--- config.mk ---
export PLATFORM = sky130hd
export DESIGN_NAME = irq_delay_timers
export DESIGN_NICKNAME = d
export VERILOG_FILES = /design/src/rtl/irqd_pkg.sv /design/src/rtl/irqd_cfg_regs.sv /design/src/rtl/irqd_timer.sv /design/src/rtl/irqd_dir.sv /design/src/rtl/irq_delay_timers.sv
export SDC_FILE = /design/constraint.sdc
export NUM_CORES = 1
export LEC_CHECK = 0
export BUFFER_PORTS_ARGS = -buffer_cell sky130_fd_sc_hd__buf_4
export CORE_MARGIN = 2
export CORE_UTILIZATION = 38
export CTS_CLUSTER_SIZE = 8
export DETAILED_ROUTE_END_ITERATION = 8
export MAX_ROUTING_LAYER = met4
export PLACE_DENSITY_LB_ADDON = 0.12
export SLEW_MARGIN = 20
export SYNTH_ARGS = -nofsm -noshare
export SYNTH_HDL_FRONTEND = slang
export SYNTH_SLANG_ARGS = --single-unit
--- constraint.sdc ---
create_clock -name clk_i -period 2.4 [get_ports clk_i]
set_input_delay 0.36 -clock clk_i [delete_from_list [all_inputs] [get_ports clk_i]]
set_output_delay 0.36 -clock clk_i [all_outputs]
set_load 0.01 [all_outputs]
--- src/rtl/irqd_pkg.sv ---
package irqd_pkg;
  typedef enum logic [1:0] {
    SEL_RX_PKT = 2'd0,
    SEL_RX_ABS = 2'd1,
    SEL_TX_PKT = 2'd2,
    SEL_TX_ABS = 2'd3
  } tsel_e;

  typedef enum logic {
    MODE_PKT = 1'b0,
    MODE_ABS = 1'b1
  } tmode_e;

  localparam int unsigned NUM_DIR = 2;
  localparam int unsigned NUM_TMR = 2 * NUM_DIR;
endpackage

--- src/rtl/irqd_cfg_regs.sv ---
module irqd_cfg_regs
  import irqd_pkg::*;
#(
  parameter int unsigned TVAL_W = 16
) (
  input  logic                            clk_i,
  input  logic                            rst_ni,
  input  logic                            we_i,
  input  logic [1:0]                      sel_i,
  input  logic [TVAL_W-1:0]               val_i,
  output logic [NUM_TMR-1:0][TVAL_W-1:0]  val_o
);
  for (genvar t = 0; t < NUM_TMR; t++) begin : g_reg
    logic [TVAL_W-1:0] q;
    always_ff @(posedge clk_i or negedge rst_ni) begin
      if (!rst_ni) q <= '0;
      else if (we_i && sel_i == 2'(t)) q <= val_i;
    end
    assign val_o[t] = q;
  end
endmodule

--- src/rtl/irqd_timer.sv ---
module irqd_timer
  import irqd_pkg::*;
#(
  parameter int unsigned TVAL_W      = 16,
  parameter int unsigned UNIT_CYCLES = 205,
  parameter tmode_e      MODE        = MODE_PKT
) (
  input  logic              clk_i,
  input  logic              rst_ni,
  input  logic [TVAL_W-1:0] val_i,
  input  logic              arm_i,
  input  logic              cancel_i,
  output logic              expire_o
);
  localparam int unsigned SUB_W = (UNIT_CYCLES > 1) ? $clog2(UNIT_CYCLES) : 1;
  localparam logic [SUB_W-1:0] SUB_LAST = SUB_W'(UNIT_CYCLES - 1);

  logic              run_q, exp_q;
  logic [TVAL_W-1:0] rem_q;
  logic [SUB_W-1:0]  sub_q;
  logic              wrap, last, load;

  assign wrap = (sub_q == SUB_LAST);
  assign last = run_q && wrap && (rem_q == TVAL_W'(1));

  if (MODE == MODE_PKT) begin : g_pkt
    assign load = arm_i && (val_i != '0);
  end else begin : g_abs
    // idle, or freed by the expiry at this very edge
    assign load = arm_i && (val_i != '0) && (!run_q || (last && !cancel_i) || cancel_i);
  end

  always_ff @(posedge clk_i or negedge rst_ni) begin
    if (!rst_ni) begin
      run_q <= 1'b0;
      exp_q <= 1'b0;
      rem_q <= '0;
      sub_q <= '0;
    end else begin
      exp_q <= 1'b0;
      if (cancel_i) begin
        run_q <= 1'b0;
      end else if (last) begin
        run_q <= 1'b0;
        exp_q <= 1'b1;
      end else if (run_q) begin
        if (wrap) begin
          sub_q <= '0;
          rem_q <= rem_q - TVAL_W'(1);
        end else begin
          sub_q <= sub_q + SUB_W'(1);
        end
      end
      if (load) begin
        run_q <= 1'b1;
        rem_q <= val_i;
        sub_q <= '0;
        if (MODE == MODE_PKT) exp_q <= 1'b0;
      end
    end
  end

  assign expire_o = exp_q;
endmodule

--- src/rtl/irqd_dir.sv ---
module irqd_dir
  import irqd_pkg::*;
#(
  parameter int unsigned TVAL_W      = 16,
  parameter int unsigned UNIT_CYCLES = 205
) (
  input  logic              clk_i,
  input  logic              rst_ni,
  input  logic [TVAL_W-1:0] pkt_val_i,
  input  logic [TVAL_W-1:0] abs_val_i,
  input  logic              done_i,
  input  logic              cancel_i,
  output logic              flush_o,
  output logic              cause_o
);
  logic pkt_exp, abs_exp, cause_q;

  irqd_timer #(.TVAL_W(TVAL_W), .UNIT_CYCLES(UNIT_CYCLES), .MODE(MODE_PKT)) u_pkt (
    .clk_i, .rst_ni, .val_i(pkt_val_i), .arm_i(done_i), .cancel_i, .expire_o(pkt_exp)
  );

  irqd_timer #(.TVAL_W(TVAL_W), .UNIT_CYCLES(UNIT_CYCLES), .MODE(MODE_ABS)) u_abs (
    .clk_i, .rst_ni, .val_i(abs_val_i), .arm_i(done_i), .cancel_i, .expire_o(abs_exp)
  );

  assign flush_o = pkt_exp | abs_exp;

  // cause trails the flush request by one cycle
  always_ff @(posedge clk_i or negedge rst_ni) begin
    if (!rst_ni) cause_q <= 1'b0;
    else         cause_q <= flush_o;
  end

  assign cause_o = cause_q;
endmodule

--- src/rtl/irq_delay_timers.sv ---
module irq_delay_timers
  import irqd_pkg::*;
#(
  parameter int unsigned TVAL_W      = 16,
  parameter int unsigned UNIT_CYCLES = 205
) (
  input  logic              clk_i,
  input  logic              rst_ni,
  input  logic              cfg_we_i,
  input  logic [1:0]        cfg_sel_i,
  input  logic [TVAL_W-1:0] cfg_val_i,
  input  logic              rx_done_i,
  input  logic              tx_done_i,
  input  logic              rx_wb_posted_i,
  input  logic              tx_wb_posted_i,
  output logic              rx_flush_o,
  output logic              rx_cause_o,
  output logic              tx_flush_o,
  output logic              tx_cause_o
);
  logic [NUM_TMR-1:0][TVAL_W-1:0] vals;
  logic [NUM_DIR-1:0] done, cancel, flush, cause;

  irqd_cfg_regs #(.TVAL_W(TVAL_W)) u_cfg (
    .clk_i, .rst_ni, .we_i(cfg_we_i), .sel_i(cfg_sel_i), .val_i(cfg_val_i), .val_o(vals)
  );

  assign done   = {tx_done_i, rx_done_i};
  assign cancel = {tx_wb_posted_i, rx_wb_posted_i};

  // direction d uses value slots 2d (packet) and 2d+1 (absolute)
  for (genvar d = 0; d < NUM_DIR; d++) begin : g_dir
    irqd_dir #(.TVAL_W(TVAL_W), .UNIT_CYCLES(UNIT_CYCLES)) u_dir (
      .clk_i, .rst_ni,
      .pkt_val_i(vals[2*d]),
      .abs_val_i(vals[2*d+1]),
      .done_i(done[d]),
      .cancel_i(cancel[d]),
      .flush_o(flush[d]),
      .cause_o(cause[d])
    );
  end

  assign rx_flush_o = flush[0];
  assign rx_cause_o = cause[0];
  assign tx_flush_o = flush[1];
  assign tx_cause_o = cause[1];
endmodule

Word level (Yosys, flattened, before mapping)

Index checks and enable logic that the tools add are counted.

Memories: 0
Latch bits: 0
Bits in registers: 170
Bits of input ports: 25
Logic and storage cells: 166
RAM bits: 0
Bits in read-only memories: 0
Output and inout port bits: 4

Multipliers: 0
Multiplexer cells: 62
Shift-type cells: 0
$add $sub $neg: 8
$lt $le $gt $ge: 0
Div/mod/pow operators: 0
Bitwise logic cells: 2
Equality and inequality tests: 19
Reductions and logical operators: 53

Operators by type and width:

| kind                    | number |
|---|---|
| $mux W16                | 20 |
| $mux W8                 | 20 |
| $eq A16 B1 Y1 const B   | 4 |
| $reduce_bool A16 Y1     | 4 |
| $sub A16 B1 Y16 const B | 4 |
| $add A8 B1 Y8 const B   | 4 |
| $eq A8 B8 Y1 const B    | 4 |
| $mux W1                 | 22 |
| $logic_and A1 B1 Y1     | 20 |
| $ne A2 B1 Y1 const B    | 8 |
| $reduce_and A4 Y1       | 4 |
| $reduce_bool A2 Y1      | 8 |
| $reduce_and A3 Y1       | 4 |
| $reduce_bool A3 Y1      | 4 |
| $eq A2 B2 Y1 const B    | 2 |
| $logic_not A1 Y1        | 4 |
| $logic_or A1 B1 Y1      | 4 |
| $eq A2 B1 Y1 const B    | 1 |
| $logic_not A2 Y1        | 1 |
| $or A1 B1 Y1            | 2 |

Longest topological paths before layout

Gate-level depths: netlist of run 1.

Depth after elaboration: 9
Gate-level depth with buffers: 9
Depth with buffers taken out: 7

Cells and area by module

A second synthesis of run 1 with hierarchy kept.

Cell total of the unflattened synthesis: 850
Area total of the unflattened synthesis: 9245.1 µm²

Modules (own cells, without submodules):

| module                                 | cells an instance | instances | seq. area each (µm²) | area each (µm²) |
|---|---|---|---|---|
| irqd_timer at g_dir[0].u_dir.u_abs ... | 180               | 2         | 650.6                | 1775.5 |
| irqd_cfg_regs                          | 136               | 1         | 1601.5               | 2411.1 |
| irqd_timer at g_dir[1].u_dir.u_pkt     | 182               | 1         | 650.6                | 1619.1 |
| irqd_timer at g_dir[0].u_dir.u_pkt     | 168               | 1         | 650.6                | 1601.5 |
| irqd_dir                               | 2                 | 2         | 25.0                 | 31.3 |

Least setup slack after synthesis of run 1

Ideal clock, no wire load.

Kind: register to register
Start point: register g_dir[1].u_dir.u_abs.rem_q[3]
End point: register g_dir[1].u_dir.u_abs.rem_q[14]
Setup slack: 0.023 ns
Required time: 2.277 ns
Setup time: 0.123 ns
Path buffers: 0
Data arrival time: 2.254 ns
Period minus slack after synthesis: 2.377 ns
Stages on the path, launching flop included: 6
Cell sequence: dfrtp_1 or4_4 nor4_4 a31oi_4 mux2_4 o221a_1

Word-level cells in the longest chain between the ends: 8
Elaborated cells on any way between the ends: 17
Classes of those cells: 1 x add/sub; 3 x eq/ne; 5 x mux; 8 x reduce/logical

Ends and longest elaborated chain:

| what                                                                    | line             | RTL |
|---|---|---|
| start, declared                                                         | irqd_timer.sv:19 | `logic [TVAL_W-1:0] rem_q;` |
| start signal, assigned                                                  | irqd_timer.sv:49 | `rem_q <= rem_q - TVAL_W'(1);` |
| start signal, assigned                                                  | irqd_timer.sv:56 | `rem_q <= val_i;` |
| parallel branches: the longest is 8 deep, another holds $sub A16 B1 Y16 | n/a              |  |

Several ways; the timed one is not identified. The select of a mux whose other input is x is not followed.
A chain may end at the register's enable or synchronous reset.

Worst setup path in the final report of run 1

Start point: register g_dir[1].u_dir.u_pkt.sub_q[6]
End point: register g_dir[1].u_dir.u_pkt.rem_q[5]

Word-level cells in the longest chain between the ends: 5
Elaborated cells on any way between the ends: 6
Classes of those cells: 2 x eq/ne; 4 x reduce/logical

Ends and longest elaborated chain:

| what                                 | line             | RTL |
|---|---|---|
| start, declared                      | irqd_timer.sv:20 | `logic [SUB_W-1:0] sub_q;` |
| start signal, assigned               | irqd_timer.sv:51 | `sub_q <= sub_q + SUB_W'(1);` |
| $eq A8 B8 Y1 *                       | irqd_timer.sv:23 | `assign wrap = (sub_q == SUB_LAST);` |
| $logic_and A1 B1 Y1 (2 in series)    | irqd_timer.sv:24 | `assign last = run_q && wrap && (rem_q == TVAL_W'(1));` |
| $ne A2 B1 Y1 (no source line)        | n/a              |  |
| $reduce_and A4 Y1 (no source line) * | n/a              |  |
| end signal, assigned                 | irqd_timer.sv:49 |  |
| end signal, assigned                 | irqd_timer.sv:56 |  |
| end, declared                        | irqd_timer.sv:19 |  |

Every way passes the cells marked *; elsewhere a longest branch is shown, timed or not.

==> results.py, run 1 <==
metrics = {
    "clock_network": {
        "cts_tree": "yes",
        "cts_made_buffers": 17,
        "cts.path.max_buffers": 2,
        "cts_root_buf": "clkbuf_16",
        "clk_pin_slew_ns": 0.07,
        "htree_num_levels": 4,
        "clk_latency_ns": 0.43,
        "cts.sinks": 170,
    },
    "timing": {
        "post-route-period-util_pct": 95.9,
        "final-hold-violation-count": 0,
        "tightest_slew_ns": 0.705,
        "slew_violations": 0,
        "clock_skew_ns": 0.00960,
        "relSlewSlack_pct": 52.4,
        "fmax_ghz": 0.435,
        "setup_violations": 0,
        "fin_crit_ns": 2.30,
    },
    "drt": {
        "antenna_left": 0,
        "via_per_inst": 5.53,
        "vias": 6812,
        "drc": 0,
        "drt_first_pass_iters": 7,
        "avgRoutedWirePerCell_um": 17.8,
        "drtIter0Drc": 374,
        "wl_mm": 21.9,
    },
    "power": {
        "pwr-share-seq_pct": 48.2,
        "powerDensity_nw_per_um2": 752,
        "intPower_uw": 5550,
        "p_comb_share_pct": 16.5,
        "swShare_pct": 29.3,
        "p_clk_share_pct": 35.4,
        "leakagePower_uw": 0.00418,
        "peakVddDrop_mv": 0.381,
        "p_switching_uw": 2300,
        "p_total_uw": 7850,
    },
    "synthesis": {
        "ys_seq_area_share_pct": 48.0,
        "synth-edff-count": 0,
        "netlist_top_cells_area": "dfrtp_1, mux2_2, xnor2_1",
        "ys_types": 70,
        "synthCells": 835,
        "syn_nets": 876,
        "synth_common_cells": "dfrtp_1, mux2_2, nand2_1",
        "synth_top_cell_area_share_pct": 48.0,
        "async_flop_share_pct": 100,
        "ys_ff_latch": 170,
        "yosys_warnings": 0,
        "ys.flop_type": "dfrtp_1",
        "synth_most_common_cell": "dfrtp_1",
        "avgSynthCellArea_um2": 10.6,
        "synth_area_um2": 8860,
        "synth_area_leader_cell": "dfrtp_1",
    },
    "die": {
        "die_w_um": 157,
        "die_y_um": 157,
        "initial_core_util_pct": 38.9,
        "dieArea_um2": 24500,
        "io_pins": 29,
        "rows": 55,
        "core_area_um2": 22800,
    },
    "critical_path": {
        "cp.required_ns": 2.74,
        "start_kind": "flip-flop",
        "path_class": "reg2reg",
        "cp_slowest_cell": "or4_1",
        "crit_path_end_kind": "flip-flop",
        "worstPathCellList": "or3b_4 -> or3_1 -> a21o_2 -> or4_1 -> a31oi_1",
        "max_stage_delay_ns": 0.48,
        "crit_arrival_ns": 2.65,
        "crit_fanout": 9,
    },
    "grt": {
        "grt_overflow": 0,
        "grt_pass1_vias": 6989,
        "grtUsageTotal_pct": 19.4,
        "grt_max_degree": 56,
        "grt_pass1_wl_mm": 36.5,
        "antenna_found_initial": 0,
    },
    "status": {
        "status": "finished, final reports clean",
    },
    "finish": {
        "antenna_cells": 0,
        "area_growth_pct": 17.8,
        "final_core_util_pct": 45.8,
        "nNetsFinal": 946,
        "drive_gt1_share_pct": 25.2,
        "nFillCells": 2136,
    },
    "placement": {
        "gp_congestion": 0.877,
        "io_buffers": 28,
        "dpl.hpwl_mm": 15.8,
    },
    "min_path": {
        "hp-class": "in2reg",
    },
    "job": {
        "drv_cap": 0,
    },
}
-- timing repair --
| item | CTS | global route |
|---|---|---|
| setup endpoints to repair | 1 | 28 |
| setup buffers | 0 | 2 |
| pin swaps | 0 | 1 |
| hold endpoints to repair | 41 | 0 |
| hold buffers | 1 | 0 |
| cloned | 0 | 0 |
| resized for setup | 1 | 15 |
-- path summary, 6_finish.rpt --
check                                                end  slack (ns)  cells past startpoint                           from
setup / recovery           g_dir[1].u_dir.u_pkt.rem_q[5]         0.1                      5  g_dir[1].u_dir.u_pkt.sub_q[6]
hold / removal             g_dir[1].u_dir.u_pkt.expire_o        0.18                      2                 tx_wb_posted_i
setup reg to reg           g_dir[1].u_dir.u_pkt.rem_q[5]         0.1                      5  g_dir[1].u_dir.u_pkt.sub_q[6]
hold reg to reg                   g_dir[0].u_dir.cause_o        0.45                      1  g_dir[0].u_dir.u_pkt.expire_o
max in group asynchronous  g_dir[0].u_dir.u_pkt.sub_q[6]        1.30                      3                         rst_ni
min in group asynchronous  g_dir[1].u_dir.u_abs.sub_q[6]        0.43                      2                         rst_ni
-- metal layers --
metal | global-route usage (%) | vias to the layer above | wire length, µm
met2 | 30.4 | 106 | 10400
met5 | - | - | 0
li1 | - | 3256 | -
met1 | 25.9 | 3426 | 10500
met4 | 5.24 | 0 | 297
met3 | 3.63 | 24 | 703
-- metrics by stage --
stage | area (µm²) | instances | TNS (ns) | worst slack, ns | hold slack, ns
finish | 10400 | 1231 | 0 | 0.0985 | 0.175
global route | 10400 | 1231 | -0.0211 | -0.0141 | 0.177
CTS | 10400 | 1229 | 0 | 0.00700 | 0.162
detailed placement | 9760 | 1196 | -0.0252 | -0.0252 | 0.330
global placement | 9760 | 1196 | 0 | 0.0677 | 0.330
floorplan | 8860 | 835 | 0 | 0.0230 | 0.0644
-- cells by family after synthesis --
group,after synthesis,share of synthesized area (%)
AO/OA/AOI/OAI,159,12.5
AND/OR/NAND/NOR,290,18.5
buffers and inverters,66,2.98
multiplexers,92,11.6
XOR/XNOR,42,4.15
adder cells (fa/ha/maj),16,2.26
flip-flops,170,48.0
-- power groups by stage --
stage / logic, µW / registers (µW) / clock network (µW)
after floorplan: 896 / 3680 / 0
after global placement: 1260 / 3800 / 0
after detailed placement: 1290 / 3820 / 0
after CTS: 1300 / 3770 / 2840
after global routing: 1460 / 3850 / 2960
final: 1290 / 3780 / 2780
-- cell type report --
class | instances | area [µm²] | share of cell area (%)
Tap cell | 313 | 392 | 3.75
Multi-Input combinational cell | 599 | 4420 | 42.3
Inverter | 32 | 120 | 1.15
Clock buffer | 19 | 443 | 4.24
Sequential cell | 170 | 4250 | 40.8
Timing Repair Buffer | 85 | 669 | 6.41
Clock inverter | 13 | 144 | 1.38
-- layout by cell type, fill, tap and decap left out, drive strengths merged, types with 17 or more instances in the layout --
cell type	n
a21oi	19
a31oi	24
buf	84
clkbuf	19
dfrtp	170
inv	34
mux2	83
nand2	46
nand3	27
nor2	41
nor3	28
nor4	30
o21ai	43
or3	33
or4	17
xnor2	29
-- worst max-delay path, delay by kind of cell (launching register included) --
family	cells	cell delay (ns)
AND/OR/NAND/NOR	3	1.33
AO/OA/AOI/OAI	2	0.46
flip-flops	1	0.43
-- state kept, by name, indices dropped and copies added (netlist names) --
name and count:
u_cfg.g.q 64, g_dir.u_dir.u_abs.rem_q 32, g_dir.u_dir.u_pkt.rem_q 32, g_dir.u_dir.u_abs.sub_q 16
g_dir.u_dir.u_pkt.sub_q 16, g_dir.u_dir.cause_o 2, g_dir.u_dir.u_abs.expire_o 2, g_dir.u_dir.u_abs.run_q 2
g_dir.u_dir.u_pkt.expire_o 2, g_dir.u_dir.u_pkt.run_q 2
(Power assumes the default switching activity.)
==> inputs of run 2 (changes only) <==
--- a/config.mk
+++ b/config.mk
@@ -10,6 +10,7 @@
 export CORE_UTILIZATION = 38
 export CTS_CLUSTER_SIZE = 8
 export DETAILED_ROUTE_END_ITERATION = 8
+export GPL_TIMING_DRIVEN = 0
 export MAX_ROUTING_LAYER = met4
 export PLACE_DENSITY_LB_ADDON = 0.12
 export SLEW_MARGIN = 20
==> results.py, run 2 (synthesis gave the netlist of run 1 again) <==
metrics = {
    "status": {
        "status": "finished, final reports clean",
    },
    "drt": {
        "antenna_left": 0,
        "wl_mm": 22.3,
        "drt_first_pass_iters": 5,
        "vias": 6732,
        "avgRoutedWirePerCell_um": 18.1,
        "drc": 0,
        "drtIter0Drc": 370,
        "via_per_inst": 5.48,
    },
    "grt": {
        "grtUsageTotal_pct": 19.5,
        "grt_max_degree": 70,
        "grt_pass1_wl_mm": 36.4,
        "antenna_found_initial": 0,
        "grt_overflow": 0,
        "grt_pass1_vias": 6485,
    },
    "timing": {
        "relSlewSlack_pct": 42.7,
        "final-hold-violation-count": 0,
        "post-route-period-util_pct": 97.0,
        "clock_skew_ns": 0.0106,
        "fin_crit_ns": 2.33,
        "setup_ws_ns": 0.0722,
        "setup_violations": 0,
        "fin_tns_setup_ns": 0,
        "tightest_slew_ns": 0.857,
        "fmax_ghz": 0.430,
        "slew_violations": 0,
    },
    "critical_path": {
        "path_class": "reg2reg",
        "cp.required_ns": 2.71,
        "crit_path_end_kind": "flip-flop",
        "start_kind": "flip-flop",
        "crit_fanout": 7,
        "crit_arrival_ns": 2.64,
    },
    "die": {
        "die_w_um": 157,
        "dieArea_um2": 24500,
        "io_pins": 29,
        "rows": 55,
        "initial_core_util_pct": 38.9,
        "die_y_um": 157,
        "core_area_um2": 22800,
    },
    "clock_network": {
        "cts.sinks": 170,
        "cts.path.max_buffers": 2,
        "clk_latency_ns": 0.42,
        "cts_tree": "yes",
        "cts_root_buf": "clkbuf_16",
        "htree_num_levels": 4,
        "clk_pin_slew_ns": 0.07,
        "cts_made_buffers": 17,
    },
    "placement": {
        "gp_congestion": 0.808,
        "io_buffers": 28,
        "dpl.hpwl_mm": 15.3,
        "place_inst": 1178,
        "place_area_um2": 9520,
        "dp_slack_ns": -0.519,
    },
    "finish": {
        "antenna_cells": 0,
        "drive_gt1_share_pct": 23.9,
        "reg.largest.list": "u_cfg.g.q: 64 flops, g_dir.u_dir.u_abs.rem_q: 32 flops, g_dir.u_dir.u_pkt.rem_q: 32 flops",
        "final_cell_mix": "dfrtp_1, mux2_2, buf_4",
        "top_register": "u_cfg.g.q",
        "area_growth_pct": 18.3,
        "nNetsFinal": 946,
        "largest_register_ff_count": 64,
        "instances_no_fill": 1229,
        "nFillCells": 2185,
        "final_core_util_pct": 46.0,
        "fin_area_um2": 10500,
        "final_common_cell": "dfrtp_1",
    },
    "job": {
        "drv_cap": 0,
    },
    "min_path": {
        "hp-class": "in2reg",
    },
    "power": {
        "powerDensity_nw_per_um2": 751,
        "leakagePower_uw": 0.00415,
        "peakVddDrop_mv": 0.492,
    },
}
==> run 2: cell types whose count changed in the layout (fill, tap and decap cells not counted), moves of 3 or more <==
cell,previous run,this run
buf_2,0,3
buf_4,81,49
buf_6,1,5
clkbuf_1,1,20
clkbuf_2,0,3
clkbuf_8,1,4
nor3_1,27,23
or4_1,16,13
or4_4,1,4
==> run 2: path summary, 6_finish.rpt <==
kind	cells past startpoint	slack, ns	start	to
max	8	0.07	g_dir[1].u_dir.u_abs.rem_q[7]	g_dir[1].u_dir.u_abs.rem_q[2]
min	2	0.16	rx_wb_posted_i	g_dir[0].u_dir.u_abs.expire_o
max reg2reg	8	0.07	g_dir[1].u_dir.u_abs.rem_q[7]	g_dir[1].u_dir.u_abs.rem_q[2]
min reg2reg	1	0.45	g_dir[1].u_dir.u_pkt.expire_o	g_dir[1].u_dir.cause_o
max in group asynchronous	4	1.01	rst_ni	g_dir[0].u_dir.u_abs.rem_q[0]
min in group asynchronous	2	0.40	rst_ni	g_dir[1].u_dir.u_abs.sub_q[5]
==> run 2: per-layer routing <==
layer / vias up / global-route usage, % / wire length (µm)
li1: 3255 / - / -
met1: 3367 / 28.1 / 11200
met2: 98 / 29.1 / 10200
met3: 12 / 2.88 / 629
met4: 0 / 4.85 / 173
met5: - / - / 0
==> run 2: what timing repair did <==
item / 4_1_cts / 5_1_grt
hold endpoints to repair: 37 / 0
cloned: 0 / 2
hold buffers: 1 / 0
pin swaps: 3 / 10
resized for setup: 15 / 35
setup buffers: 5 / 19
endpoints found under the setup margin: 62 / 52
==> run 2: report_power, final <==
group,leakage [µW],internal (µW),switching (µW),total [µW]
registers,0.00207,3330,477,3810
logic,0.00180,648,633,1280
clock network,0.000278,1630,1140,2780
total,0.00415,5620,2250,7870
==> run 2: worst max-delay path, cell delays in order (launching register included) <==
cell	delay, ns
dfrtp_2	0.44
or4_4	0.55
nor4_4	0.27
buf_6	0.17
buf_6	0.13
a211o_1	0.18
buf_6	0.14
xnor2_1	0.07
mux2_2	0.26
==> run 2: metrics by stage <==
step / power (µW) / hold slack [ns]
finish: 7870 / 0.160
global route: 8300 / 0.163
CTS: 7870 / 0.153
detailed placement: 5050 / 0.262
global placement: 5010 / 0.436
floorplan: 4580 / 0.0644
==> run 2: layout make-up <==
cell class,instances,area (µm²),share of cell area [%]
Clock inverter,6,88.8,0.848
Sequential cell,170,4260,40.6
Timing Repair Buffer,56,475,4.54
Clock buffer,24,492,4.69
Tap cell,313,392,3.74
Inverter,32,120,1.15
Buffer,28,141,1.35
Multi-Input combinational cell,600,4510,43.1
==> inputs of run 3 (changes only) <==
--- a/config.mk
+++ b/config.mk
@@ -6,6 +6,7 @@
 export NUM_CORES = 1
 export LEC_CHECK = 0
 export BUFFER_PORTS_ARGS = -buffer_cell sky130_fd_sc_hd__buf_4
+export CORE_ASPECT_RATIO = 0.7
 export CORE_MARGIN = 2
 export CORE_UTILIZATION = 38
 export CTS_CLUSTER_SIZE = 8
==> results.py, run 3 (synthesis gave the netlist of run 1 again) <==
metrics = {
    "power": {
        "peakVddDrop_mv": 0.504,
        "leakagePower_uw": 0.00420,
        "p_clk_share_pct": 35.3,
        "pwr-share-seq_pct": 48.0,
        "p_switching_uw": 2430,
        "powerDensity_nw_per_um2": 750,
        "p_comb_share_pct": 16.6,
        "swShare_pct": 30.7,
        "intPower_uw": 5500,
    },
    "finish": {
        "nNetsFinal": 953,
        "final_common_cell": "dfrtp_1",
        "top_register": "u_cfg.g.q",
        "instances_no_fill": 1238,
        "drive_gt1_share_pct": 26.1,
        "final_cell_mix": "dfrtp_1, mux2_2, buf_4",
        "multi_input_area_um2": 4550,
        "largest_register_ff_count": 64,
        "final-seq-area_um2": 4260,
        "area_growth_pct": 19.4,
        "reg.largest.list": "u_cfg.g.q: 64 flops, g_dir.u_dir.u_abs.rem_q: 32 flops, g_dir.u_dir.u_pkt.rem_q: 32 flops",
        "nFillCells": 2192,
    },
    "drt": {
        "vias": 6871,
        "antenna_left": 0,
        "avgRoutedWirePerCell_um": 18.4,
        "drc": 0,
        "wl_mm": 22.8,
        "drt_first_pass_iters": 5,
        "via_per_inst": 5.55,
        "drtIter0Drc": 517,
    },
    "grt": {
        "grt_pass1_wl_mm": 37.1,
        "grt_max_degree": 70,
        "grt_pass1_vias": 6496,
        "grt_overflow": 0,
        "antenna_found_initial": 0,
        "grtUsageTotal_pct": 19.7,
    },
    "placement": {
        "gp_congestion": 0.837,
        "dpl.hpwl_mm": 15.8,
        "place_inst": 1177,
        "io_buffers": 28,
    },
    "critical_path": {
        "crit_arrival_ns": 2.64,
        "r2r-end": "g_dir[1].u_dir.u_abs.rem_q[14]",
        "path_class": "reg2reg",
        "cp_slowest_cell": "or4_4",
        "crit_path_end_kind": "flip-flop",
        "path_buf_inv": 2,
        "crit_fanout": 5,
        "cp.required_ns": 2.72,
        "crit_family": "simple AND/OR/NAND/NOR gates",
        "worst-r2r-cell-count": 7,
        "max_stage_delay_ns": 0.59,
        "start_kind": "flip-flop",
        "r2r-start": "g_dir[1].u_dir.u_abs.rem_q[5]",
        "worstPathCellList": "or4_4 -> nor4_4 -> buf_4 -> a31o_4 -> nand2_2 -> buf_6 -> o221a_1",
        "r2r_slack_ns": 0.08,
    },
    "clock_network": {
        "cts_tree": "yes",
        "cts.path.max_buffers": 2,
        "cts.sinks": 170,
        "htree_num_levels": 4,
        "cts_made_buffers": 17,
        "cts_root_buf": "clkbuf_16",
        "clk_latency_ns": 0.44,
        "clk_pin_slew_ns": 0.07,
    },
    "min_path": {
        "hold-path-cell-count": 2,
        "hold_end": "g_dir[0].u_dir.u_pkt.expire_o",
        "hold_start": "rx_wb_posted_i",
        "hp-class": "in2reg",
    },
    "timing": {
        "slew_violations": 0,
        "fin_tns_setup_ns": 0,
        "final-hold-violation-count": 0,
        "fmax_ghz": 0.431,
        "post-route-period-util_pct": 96.7,
        "fin_crit_ns": 2.32,
        "tightest_slew_ns": 0.679,
        "setup_violations": 0,
        "clock_skew_ns": 0.0138,
        "relSlewSlack_pct": 54.3,
    },
    "die": {
        "dieArea_um2": 24600,
        "io_pins": 29,
        "initial_core_util_pct": 38.9,
        "rows": 46,
        "core_area_um2": 22800,
        "die_y_um": 132,
        "die_w_um": 186,
    },
    "job": {
        "drv_cap": 0,
    },
    "status": {
        "status": "finished, final reports clean",
    },
}
[run 3: area by class of cell]
cell class              count  area share, %
diodes                      1         0.0237
plain buffers              28           1.32
clock buffers              18           4.15
clock inverters            14           1.40
inverters                  32           1.14
multi-input cells         599           43.0
flip-flops and latches    170           40.3
well taps                 312           3.69
repair buffers             64           4.99
[run 3: worst max path at each step]
stage	startpoint	end	slack (ns)	depth (start not counted)
6_report	g_dir[1].u_dir.u_abs.rem_q[5]	g_dir[1].u_dir.u_abs.rem_q[14]	0.08	7
3_3_place_gp	g_dir[0].u_dir.u_abs.rem_q[11]	g_dir[0].u_dir.u_abs.rem_q[6]	-0.52	6
4_1_cts	g_dir[1].u_dir.u_abs.rem_q[7]	g_dir[1].u_dir.u_abs.rem_q[14]	0.001	7
3_5_place_dp	g_dir[0].u_dir.u_abs.rem_q[11]	g_dir[0].u_dir.u_abs.rem_q[10]	-0.50	6
5_1_grt	g_dir[0].u_dir.u_pkt.sub_q[0]	g_dir[0].u_dir.u_pkt.sub_q[2]	-0.06	9
2_1_floorplan	g_dir[1].u_dir.u_abs.rem_q[3]	g_dir[1].u_dir.u_abs.rem_q[14]	0.02	5
[run 3: power groups by stage]
stage               combinational [µW]  sequential (µW)  clock, µW
CTS                               1250             3790       2870
global placement                  1190             3830          0
global route                      1470             3890       3010
finish                            1320             3810       2800
detailed placement                1230             3830          0
floorplan                          896             3680          0
[run 3: timing repair]
item / CTS / global route
buffers inserted: 10 / 22
gates resized for setup: 16 / 46
hold buffers: 1 / 0
pin swaps: 6 / 11
gates cloned: 0 / 1
endpoints found under the hold margin: 38 / 0
endpoints found under the setup margin: 65 / 57
[run 3: layer usage]
metal	GRT usage (%)	part of all wire [%]
met5	-	0
met1	31.1	55
met2	25.4	40
met3	4.21	4.2
met4	4.14	0.79
[run 3: stage by stage]
stage | area (µm²) | hold slack, ns | total power, µW | utilization, % | worst slack, ns
global placement | 9460 | 0.434 | 5030 | 41.5 | -0.522
detailed placement | 9520 | 0.279 | 5060 | 41.8 | -0.504
floorplan | 8860 | 0.0644 | 4580 | - | 0.0230
CTS | 10300 | 0.116 | 7910 | 45.0 | 0.00150
global route | 10600 | 0.122 | 8380 | 46.4 | -0.0581
finish | 10600 | 0.127 | 7930 | 46.4 | 0.0794
